**src/rtl/irc_pkg.sv**
```systemverilog
package irc_pkg;
    localparam int DUR_W = 32;

    typedef enum logic [1:0] {
        EDGE_NONE = 2'd0,
        EDGE_RISE = 2'd1,
        EDGE_FALL = 2'd2
    } irc_edge_e;

    typedef struct packed {
        logic             level;
        logic [DUR_W-1:0] duration;
    } irc_capture_t;

    // Saturating increment toward an upper limit
    function automatic logic [DUR_W-1:0] sat_inc(input logic [DUR_W-1:0] v,
                                                 input logic [DUR_W-1:0] lim);
        return (v < lim) ? v + 1'b1 : v;
    endfunction
endpackage

```
**src/rtl/irc_sync.sv**
```systemverilog
module irc_sync
    import irc_pkg::*;
#(
    parameter int STAGES = 2
) (
    input  logic      clk,
    input  logic      rst,
    input  logic      pin,
    output logic      level,
    output irc_edge_e edge_kind
);
    logic [STAGES-1:0] chain_q;
    logic              prev_q;

    always_ff @(posedge clk) begin
        if (rst) begin
            chain_q <= {STAGES{1'b1}};
            prev_q  <= 1'b1;
        end else begin
            chain_q <= {chain_q[STAGES-2:0], pin};
            prev_q  <= chain_q[STAGES-1];
        end
    end

    assign level = chain_q[STAGES-1];

    always_comb begin
        if (level && !prev_q)      edge_kind = EDGE_RISE;
        else if (!level && prev_q) edge_kind = EDGE_FALL;
        else                       edge_kind = EDGE_NONE;
    end
endmodule

```
**src/rtl/irc_tick.sv**
```systemverilog
module irc_tick #(
    parameter int PRE_W = 8
) (
    input  logic             clk,
    input  logic             rst,
    input  logic             run,
    input  logic             restart,
    input  logic [PRE_W-1:0] ticks_per_us,
    output logic             tick
);
    logic [PRE_W-1:0] div_q;
    logic [PRE_W-1:0] last;

    assign last = (ticks_per_us == '0) ? '0 : ticks_per_us - 1'b1;
    assign tick = run && (div_q == last);

    always_ff @(posedge clk) begin
        if (rst || !run || restart) div_q <= '0;
        else if (div_q == last)     div_q <= '0;
        else                        div_q <= div_q + 1'b1;
    end
endmodule

```
**src/rtl/irc_counter.sv**
```systemverilog
module irc_counter
    import irc_pkg::*;
#(
    parameter logic [DUR_W-1:0] CNT_MAX = 32'h7FFF_FFFE
) (
    input  logic             clk,
    input  logic             rst,
    input  logic             run,
    input  logic             restart,
    input  logic             tick,
    output logic [DUR_W-1:0] count
);
    always_ff @(posedge clk) begin
        if (rst || !run)  count <= '0;
        else if (restart) count <= '0;
        else if (tick)    count <= sat_inc(count, CNT_MAX);
    end
endmodule

```
**src/rtl/ir_pulse_capture.sv**
```systemverilog
module ir_pulse_capture
    import irc_pkg::*;
#(
    parameter int               PRE_W   = 8,
    parameter int               SYNC_N  = 2,
    parameter logic [DUR_W-1:0] CNT_MAX = 32'h7FFF_FFFE
) (
    input  logic             clk,
    input  logic             rst,
    input  logic             enable,
    input  logic             ir_pin,
    input  logic [PRE_W-1:0] ticks_per_us,
    input  logic [DUR_W-1:0] timeout_us,
    output logic             cap_valid,
    output logic             cap_level,
    output logic [DUR_W-1:0] cap_duration,
    output logic             timeout_pulse
);
    logic             line_lvl;
    irc_edge_e        edge_kind;
    logic             rise_evt, fall_evt;
    logic             tick;
    logic [DUR_W-1:0] count_q;
    logic [DUR_W-1:0] fall_q;
    logic             armed_q;
    logic             match;
    irc_capture_t     cap_d, cap_q;
    logic             valid_q;

    irc_sync #(.STAGES(SYNC_N)) u_sync (
        .clk(clk), .rst(rst), .pin(ir_pin),
        .level(line_lvl), .edge_kind(edge_kind)
    );

    assign rise_evt = enable && (edge_kind == EDGE_RISE);
    assign fall_evt = enable && (edge_kind == EDGE_FALL);

    irc_tick #(.PRE_W(PRE_W)) u_tick (
        .clk(clk), .rst(rst), .run(enable), .restart(rise_evt),
        .ticks_per_us(ticks_per_us), .tick(tick)
    );

    irc_counter #(.CNT_MAX(CNT_MAX)) u_cnt (
        .clk(clk), .rst(rst), .run(enable), .restart(rise_evt),
        .tick(tick), .count(count_q)
    );

    // Falling-edge count is the reference for the following mark
    always_ff @(posedge clk) begin
        if (rst || !enable) fall_q <= '0;
        else if (fall_evt)  fall_q <= count_q;
    end

    always_comb begin
        cap_d.level    = rise_evt;
        cap_d.duration = rise_evt ? count_q - fall_q : count_q;
    end

    always_ff @(posedge clk) begin
        if (rst) begin
            valid_q <= 1'b0;
            cap_q   <= '0;
        end else begin
            valid_q <= rise_evt || fall_evt;
            if (rise_evt || fall_evt) cap_q <= cap_d;
        end
    end

    // Timeout: one chance per counter period, only when the line idles high
    assign match = (count_q == timeout_us);

    always_ff @(posedge clk) begin
        if (rst || !enable) armed_q <= 1'b1;
        else if (rise_evt)  armed_q <= 1'b1;
        else if (match)     armed_q <= 1'b0;
    end

    always_ff @(posedge clk) begin
        if (rst) timeout_pulse <= 1'b0;
        else     timeout_pulse <= enable && match && armed_q && line_lvl && !rise_evt;
    end

    assign cap_valid    = valid_q;
    assign cap_level    = cap_q.level;
    assign cap_duration = cap_q.duration;
endmodule

```
**config.mk**
```make
export PLATFORM = sky130hd
export DESIGN_NAME = ir_pulse_capture
export DESIGN_NICKNAME = d
export VERILOG_FILES = /design/src/rtl/irc_pkg.sv /design/src/rtl/irc_sync.sv /design/src/rtl/irc_tick.sv /design/src/rtl/irc_counter.sv /design/src/rtl/ir_pulse_capture.sv
export SDC_FILE = /design/constraint.sdc
export NUM_CORES = 1
export LEC_CHECK = 0
export BUFFER_PORTS_ARGS = -buffer_cell sky130_fd_sc_hd__buf_2
export CAP_MARGIN = 40
export CORE_UTILIZATION = 61
export CTS_BUF_LIST = sky130_fd_sc_hd__clkbuf_2
export CTS_CLUSTER_SIZE = 12
export DETAILED_ROUTE_END_ITERATION = 6
export MAX_ROUTING_LAYER = met4
export PLACE_DENSITY = 0.84
export SYNTH_ARGS = -nofsm -noshare
export SYNTH_HDL_FRONTEND = slang
export SYNTH_SLANG_ARGS = --single-unit
```
**constraint.sdc**
```tcl
create_clock -name clk -period 6.9 [get_ports clk]
set_clock_uncertainty 0.1 [all_clocks]
set_input_delay 1.38 -clock clk [delete_from_list [all_inputs] [get_ports clk]]
set_output_delay 1.38 -clock clk [all_outputs]
set_load 0.01 [all_outputs]
```
==> flow_summary.ini, run 1 <==
[outcome]
outcome = finished, final reports clean

[synthesis]
synth_top_family_by_area = simple AND/OR/NAND/NOR gates
ys.warnings.count = 0
synth_edf_count = 0
syn_area_um2 = 6640
synth-compound-area-share = 0.171
synth_xor_area_frac = 0.121
syn_nets = 936
synth_area_leader_cell = dfxtp_1
synth_fa_ha_area_frac = 0.0670
ys_types = 64
yosysSeqAreaShare = 0.334
synth.avg_cell_area_um2 = 7.75
ys_seq_elements = 111
synth_ff_type = dfxtp_1
synthMuxAreaShare = 0.00904
ys_async_sr_fraction = 0
synth_area_leaders = dfxtp_1, nand2_1, xnor2_1
netlist_instances = 857
synth_top_area_share = 0.334
synthSimpleGateAreaFrac = 0.251

[grt]
grt_pass1_wl_um = 26100
grt_pass1_vias = 5564
grt_max_degree = 40
overflow = 0
grt_antenna_before_repair = 1
gr-usage-all-layers = 0.299

[setup_path]
cp-end-kind = flip-flop
cp.required_ns = 7.33
criticalPathCategory = in -> reg
crit_fanout = 12
startpoint_type = input port
cp.arrival_ns = 4.54

[route]
vias_per_cell = 5.83
drt_iter0_drc = 350
route.detailed.drc = 0
wl_um = 16100
wl_per_cell_um = 15.2
via_count = 6141
ant_nets = 0
firstDrtPassIters = 5

[floorplan]
die_x_um = 106
die_h_um = 106
die-area_um2 = 11300
std_cell_rows = 37
ios = 79
coreArea_um2 = 10500
initial_core_util = 0.635

[worst_hold_path]
min_path_type = reg -> reg

[clocking]
clock-sinks = 111
insertion_delay_ns = 0.60
holdBufCountCts = 0
cts_buffers = 9
cts_tree = yes
cts.htree.levels = 3
clk_pin_slew_ns = 0.31
cts_buffer_depth = 2
cts_setup_buffers = 0
clockRootBuffer = clkbuf_2
cts_resized = 0

[timing]
timing.final.crit_share = 0.596
final-max-slew-violation-count = 0
rsz0062_at_grt = false
setup_violations = 0
finalHoldViolations = 0
fmax_mhz = 243
slew_headroom = 0.431
fin_crit_ns = 4.11
setup-tns-final_ns = 0
tightestPinTransition_ns = 0.850

[power_and_ir_drop]
leakagePower_nw = 2.88
ir_drop_mv = 0.158
p_per_area_nw_per_um2 = 146
power_mw = 1.06

[place]
detailedPlacementHpwl_um = 11800
place_congestion = 0.951
io_buffers = 78

[final_layout]
fillers = 939
nets = 990
fin_util = 0.691
drive_gt1_frac = 0.124
areaGrowthSynthToFinish_pct = 8.87

[job]
cap_violations = 0
-- path summary, 6_finish.rpt --
kind / cells after the start / endpoint / start / slack [ns]
hold reg to reg: 1 / u_sync.chain_q[1]$_SDFF_PP1_ / u_sync.chain_q[0]$_SDFF_PP1_ / 0.36
hold / removal: 1 / u_sync.chain_q[1]$_SDFF_PP1_ / u_sync.chain_q[0]$_SDFF_PP1_ / 0.36
setup reg to reg: 10 / cap_duration[28]$_SDFFE_PP0P_ / u_cnt.count[2]$_SDFFE_PP0P_ / 2.98
setup / recovery: 12 / u_cnt.count[8]$_SDFFE_PP0P_ / ticks_per_us[0] / 2.79
-- cells by family after synthesis --
kind of cell    count (synthesis)
simple gates                  350
compound gates                182
flops                         111
xor+xnor                       90
buf+inv                        83
fa+ha+maj                      35
mux                             6
-- metal layers --
metal,vias up,global-route usage,wire (um)
met2,192,0.502,7640
met3,21,0.0503,1100
met1,2841,0.367,7030
li1,3087,-,-
met5,-,-,0
met4,0,0.0913,286
-- layout by cell type, fill, tap and decap left out, types with 3 or more instances in the layout --
| cell type | synthesis | routed |
|---|---|---|
| a21o_1 | 17 | 17 |
| o21a_1 | 5 | 5 |
| nand2b_1 | 7 | 6 |
| ha_1 | 34 | 34 |
| and4_1 | 4 | 4 |
| nor2b_1 | 10 | 10 |
| o21ai_0 | 22 | 22 |
| and3_1 | 18 | 18 |
| a31oi_1 | 28 | 28 |
| or2_2 | 5 | 5 |
| buf_4 | 0 | 4 |
| xor2_1 | 37 | 37 |
| mux2i_1 | 6 | 6 |
| and2_1 | 5 | 5 |
| xnor2_1 | 52 | 52 |
| buf_2 | 3 | 78 |
| o31ai_1 | 6 | 6 |
| nor2_1 | 75 | 74 |
| a21oi_1 | 68 | 68 |
| inv_1 | 44 | 44 |
| a221oi_1 | 3 | 3 |
| or3_1 | 5 | 5 |
| nor4_1 | 7 | 7 |
| clkbuf_2 | 0 | 10 |
| o211ai_1 | 4 | 4 |
| a211oi_1 | 3 | 3 |
| dfxtp_1 | 111 | 111 |
| nor3_1 | 11 | 11 |
| nand2_1 | 136 | 136 |
| o21bai_1 | 4 | 4 |
| nand3_1 | 26 | 26 |
| nand4_1 | 25 | 25 |
-- metrics by stage --
step,instances,instance area (um2),worst slack (ns),hold WS [ns]
floorplan,857,6640,2.63,0.289
global placement,1036,7090,2.22,0.292
detailed placement,1036,7090,2.12,0.300
CTS,1052,7230,2.79,0.358
global route,1053,7230,2.61,0.375
finish,1053,7230,2.79,0.358
-- worst max-delay path, cell delays in order --
cell,delay [ns]
buf_2,0.12
inv_1,0.06
ha_1,0.19
or3b_1,0.43
nor3_1,0.21
mux2i_1,0.24
xnor2_1,0.08
or4_1,0.65
nor2_1,0.71
and3_1,0.27
xnor2_1,0.13
nor2_1,0.06
-- power breakdown --
group          total, mW  leakage [nW]  internal [mW]  switching (mW)
clock network      0.344        0.0869          0.124           0.219
registers          0.647         0.895          0.646         0.00129
logic             0.0660          1.89         0.0254          0.0405
total               1.06          2.88          0.796           0.261
-- layout make-up --
class | instances | area [um2] | area share
diodes | 1 | 2.50 | 0.000346
clock buffers | 10 | 50.0 | 0.00692
clock inverters | 6 | 91.3 | 0.0126
inverters | 44 | 165 | 0.0228
multi-input cells | 663 | 4110 | 0.568
flip-flops and latches | 111 | 2220 | 0.307
well taps | 136 | 170 | 0.0235
repair buffers | 82 | 420 | 0.0581
-- sequential cells by signal (all words and copies together) (netlist names) --
name	cells
timeout_pulse	1
fall_q	32
cap_duration	32
u_sync.prev_q	1
cap_level	1
u_tick.div_q	8
u_cnt.count	32
armed_q	1
cap_valid	1
u_sync.chain_q	2
-- cell usage after synthesis, types with 3 or more instances --
master / n
a21o_1: 17
mux2i_1: 6
or2_2: 5
a221oi_1: 3
o31ai_1: 6
o21bai_1: 4
nand4_1: 25
nor2b_1: 10
nand3_1: 26
o21a_1: 5
clkbuf_1: 33
a211oi_1: 3
and2_1: 5
xnor2_1: 52
nand2b_1: 7
a21oi_1: 68
inv_1: 44
o21ai_0: 22
o211ai_1: 4
nor4_1: 7
buf_1: 3
nand2_1: 136
and3_1: 18
and4_1: 4
xor2_1: 37
nor2_1: 75
ha_1: 34
buf_2: 3
or3_1: 5
nor3_1: 11
dfxtp_1: 111
a31oi_1: 28
(Power assumes the default switching activity.)
==> run 2: changes to the inputs <==
Clock period 6.9 ns to 3.9 ns, I/O delays scaled along.
==> run 2 against run 1 <==
Against the previous run: non-clock buffer count up 20; design area increased by 1.5%; count of clock-buffer cells in the layout decreased by 1; power grew 64%; first-iteration DRC count fell by 1.1%; clock power is 35% higher; utilization up 1.0 points; worst hold slack lost 0.091 ns; critical path depth unchanged; via count grew 2.4%; flip-flop and latch count is the same; routed wire length up 1.6%.
==> flow_summary.ini, run 2 (synthesis gave the netlist of run 1 again) <==
[outcome]
outcome = finished, final reports clean

[route]
firstDrtPassIters = 5
wl_um = 16300
wl_per_cell_um = 15.2
ant_nets = 0
via_count = 6286
route.detailed.drc = 0
drt_iter0_drc = 346
vias_per_cell = 5.86

[floorplan]
ios = 79
die_h_um = 106
coreArea_um2 = 10500
die_x_um = 106
std_cell_rows = 37
die-area_um2 = 11300
initial_core_util = 0.635

[power_and_ir_drop]
leakagePower_nw = 2.96
p_per_area_nw_per_um2 = 236
ir_drop_mv = 0.174

[final_layout]
antenna_cells = 0
fillers = 910
final_cell_mix = nand2_1, dfxtp_1, buf_2, nor2_1, a21oi_1
final_common_cell = nand2_1
nets = 1010
drive_gt1_frac = 0.140
fin_util = 0.702
areaGrowthSynthToFinish_pct = 10.5

[clocking]
cts_tree = yes
cts_setup_buffers = 0
cts.htree.levels = 3
clockRootBuffer = clkbuf_2
cts_buffers = 9
clk_pin_slew_ns = 0.28
cts_buffer_depth = 2
cts_resized = 0
clock-sinks = 111
insertion_delay_ns = 0.58
holdBufCountCts = 0

[place]
place_congestion = 0.993
io_buffers = 78
detailedPlacementHpwl_um = 12300

[timing]
setup_violations = 0
finalHoldViolations = 0
timing.final.crit_share = 0.898
setup-tns-final_ns = 0
final-max-slew-violation-count = 0
fin_crit_ns = 3.50
fmax_mhz = 285
slew_headroom = 0.448
tightestPinTransition_ns = 0.827
rsz0062_at_grt = false

[grt]
grt_pass1_vias = 5768
overflow = 0
gr-usage-all-layers = 0.308
grt_antenna_before_repair = 0
grt_max_degree = 39
grt_pass1_wl_um = 27200

[setup_path]
reg2reg_from = u_cnt.count[0]$_SDFFE_PP0P_
startpoint = u_cnt.count[0]$_SDFFE_PP0P_
cp.required_ns = 4.27
startpoint_type = flip-flop
cp.arrival_ns = 3.87
crit_fanout = 5
cp-end-kind = flip-flop
criticalPathCategory = reg -> reg

[worst_hold_path]
min_path_type = in -> reg
min_from = ir_pin

[job]
cap_violations = 0
==> run 2: where the power goes <==
group / internal [mW] / switching [mW]
clock network: 0.0860 / 0.380
logic: 0.0507 / 0.0730
registers: 1.14 / 0.00245
total: 1.28 / 0.455
==> run 2: area by class of cell <==
cell class | count | area [um2] | area share
sequential | 111 | 2220 | 0.303
tap | 136 | 170 | 0.0232
clock buffer | 9 | 45.0 | 0.00613
clock inverter | 7 | 47.5 | 0.00648
multi-input combinational | 663 | 4110 | 0.560
inverter | 44 | 165 | 0.0225
timing repair buffer | 102 | 583 | 0.0794
==> run 2: per-stage QoR <==
step	worst slack, ns	cells	power (mW)	hold WS, ns	area, um2
finish	0.397	1072	1.73	0.267	7340
global route	0.0924	1072	1.80	0.189	7340
CTS	0.460	1072	1.74	0.239	7340
detailed placement	0.0426	1056	1.29	0.297	7250
global placement	0.0711	1056	1.29	0.296	7250
floorplan	0.234	857	1.23	0.289	6640
==> run 2: path summary, 6_finish.rpt <==
| path | depth (start not counted) | endpoint | slack [ns] |
|---|---|---|---|
| worst min-delay path | 2 | u_sync.chain_q[0]$_SDFF_PP1_ | 0.27 |
| worst max register to register | 12 | cap_duration[28]$_SDFFE_PP0P_ | 0.40 |
| worst min register to register | 1 | u_sync.chain_q[1]$_SDFF_PP1_ | 0.35 |
| worst max-delay path | 12 | cap_duration[28]$_SDFFE_PP0P_ | 0.40 |
==> run 2: per-layer routing <==
metal  vias up  track usage  wire length (um)
li1       3136            -                 -
met1      2902        0.393              7210
met2       216        0.501              7710
met3        32       0.0423              1050
met4         0        0.107               332
met5         -            -                 0
==> run 2: critical path: stages (launching register included) <==
cell and delay (ns):
dfxtp_1 0.42, inv_1 0.11, ha_1 0.21, fa_1 0.22, nor2b_1 0.07, o31ai_1 0.31, a21oi_1 0.20, nor4_1 0.54
o21ai_0 0.28, a22oi_1 0.43, mux2i_1 0.13, o31ai_1 0.28, a31oi_1 0.12
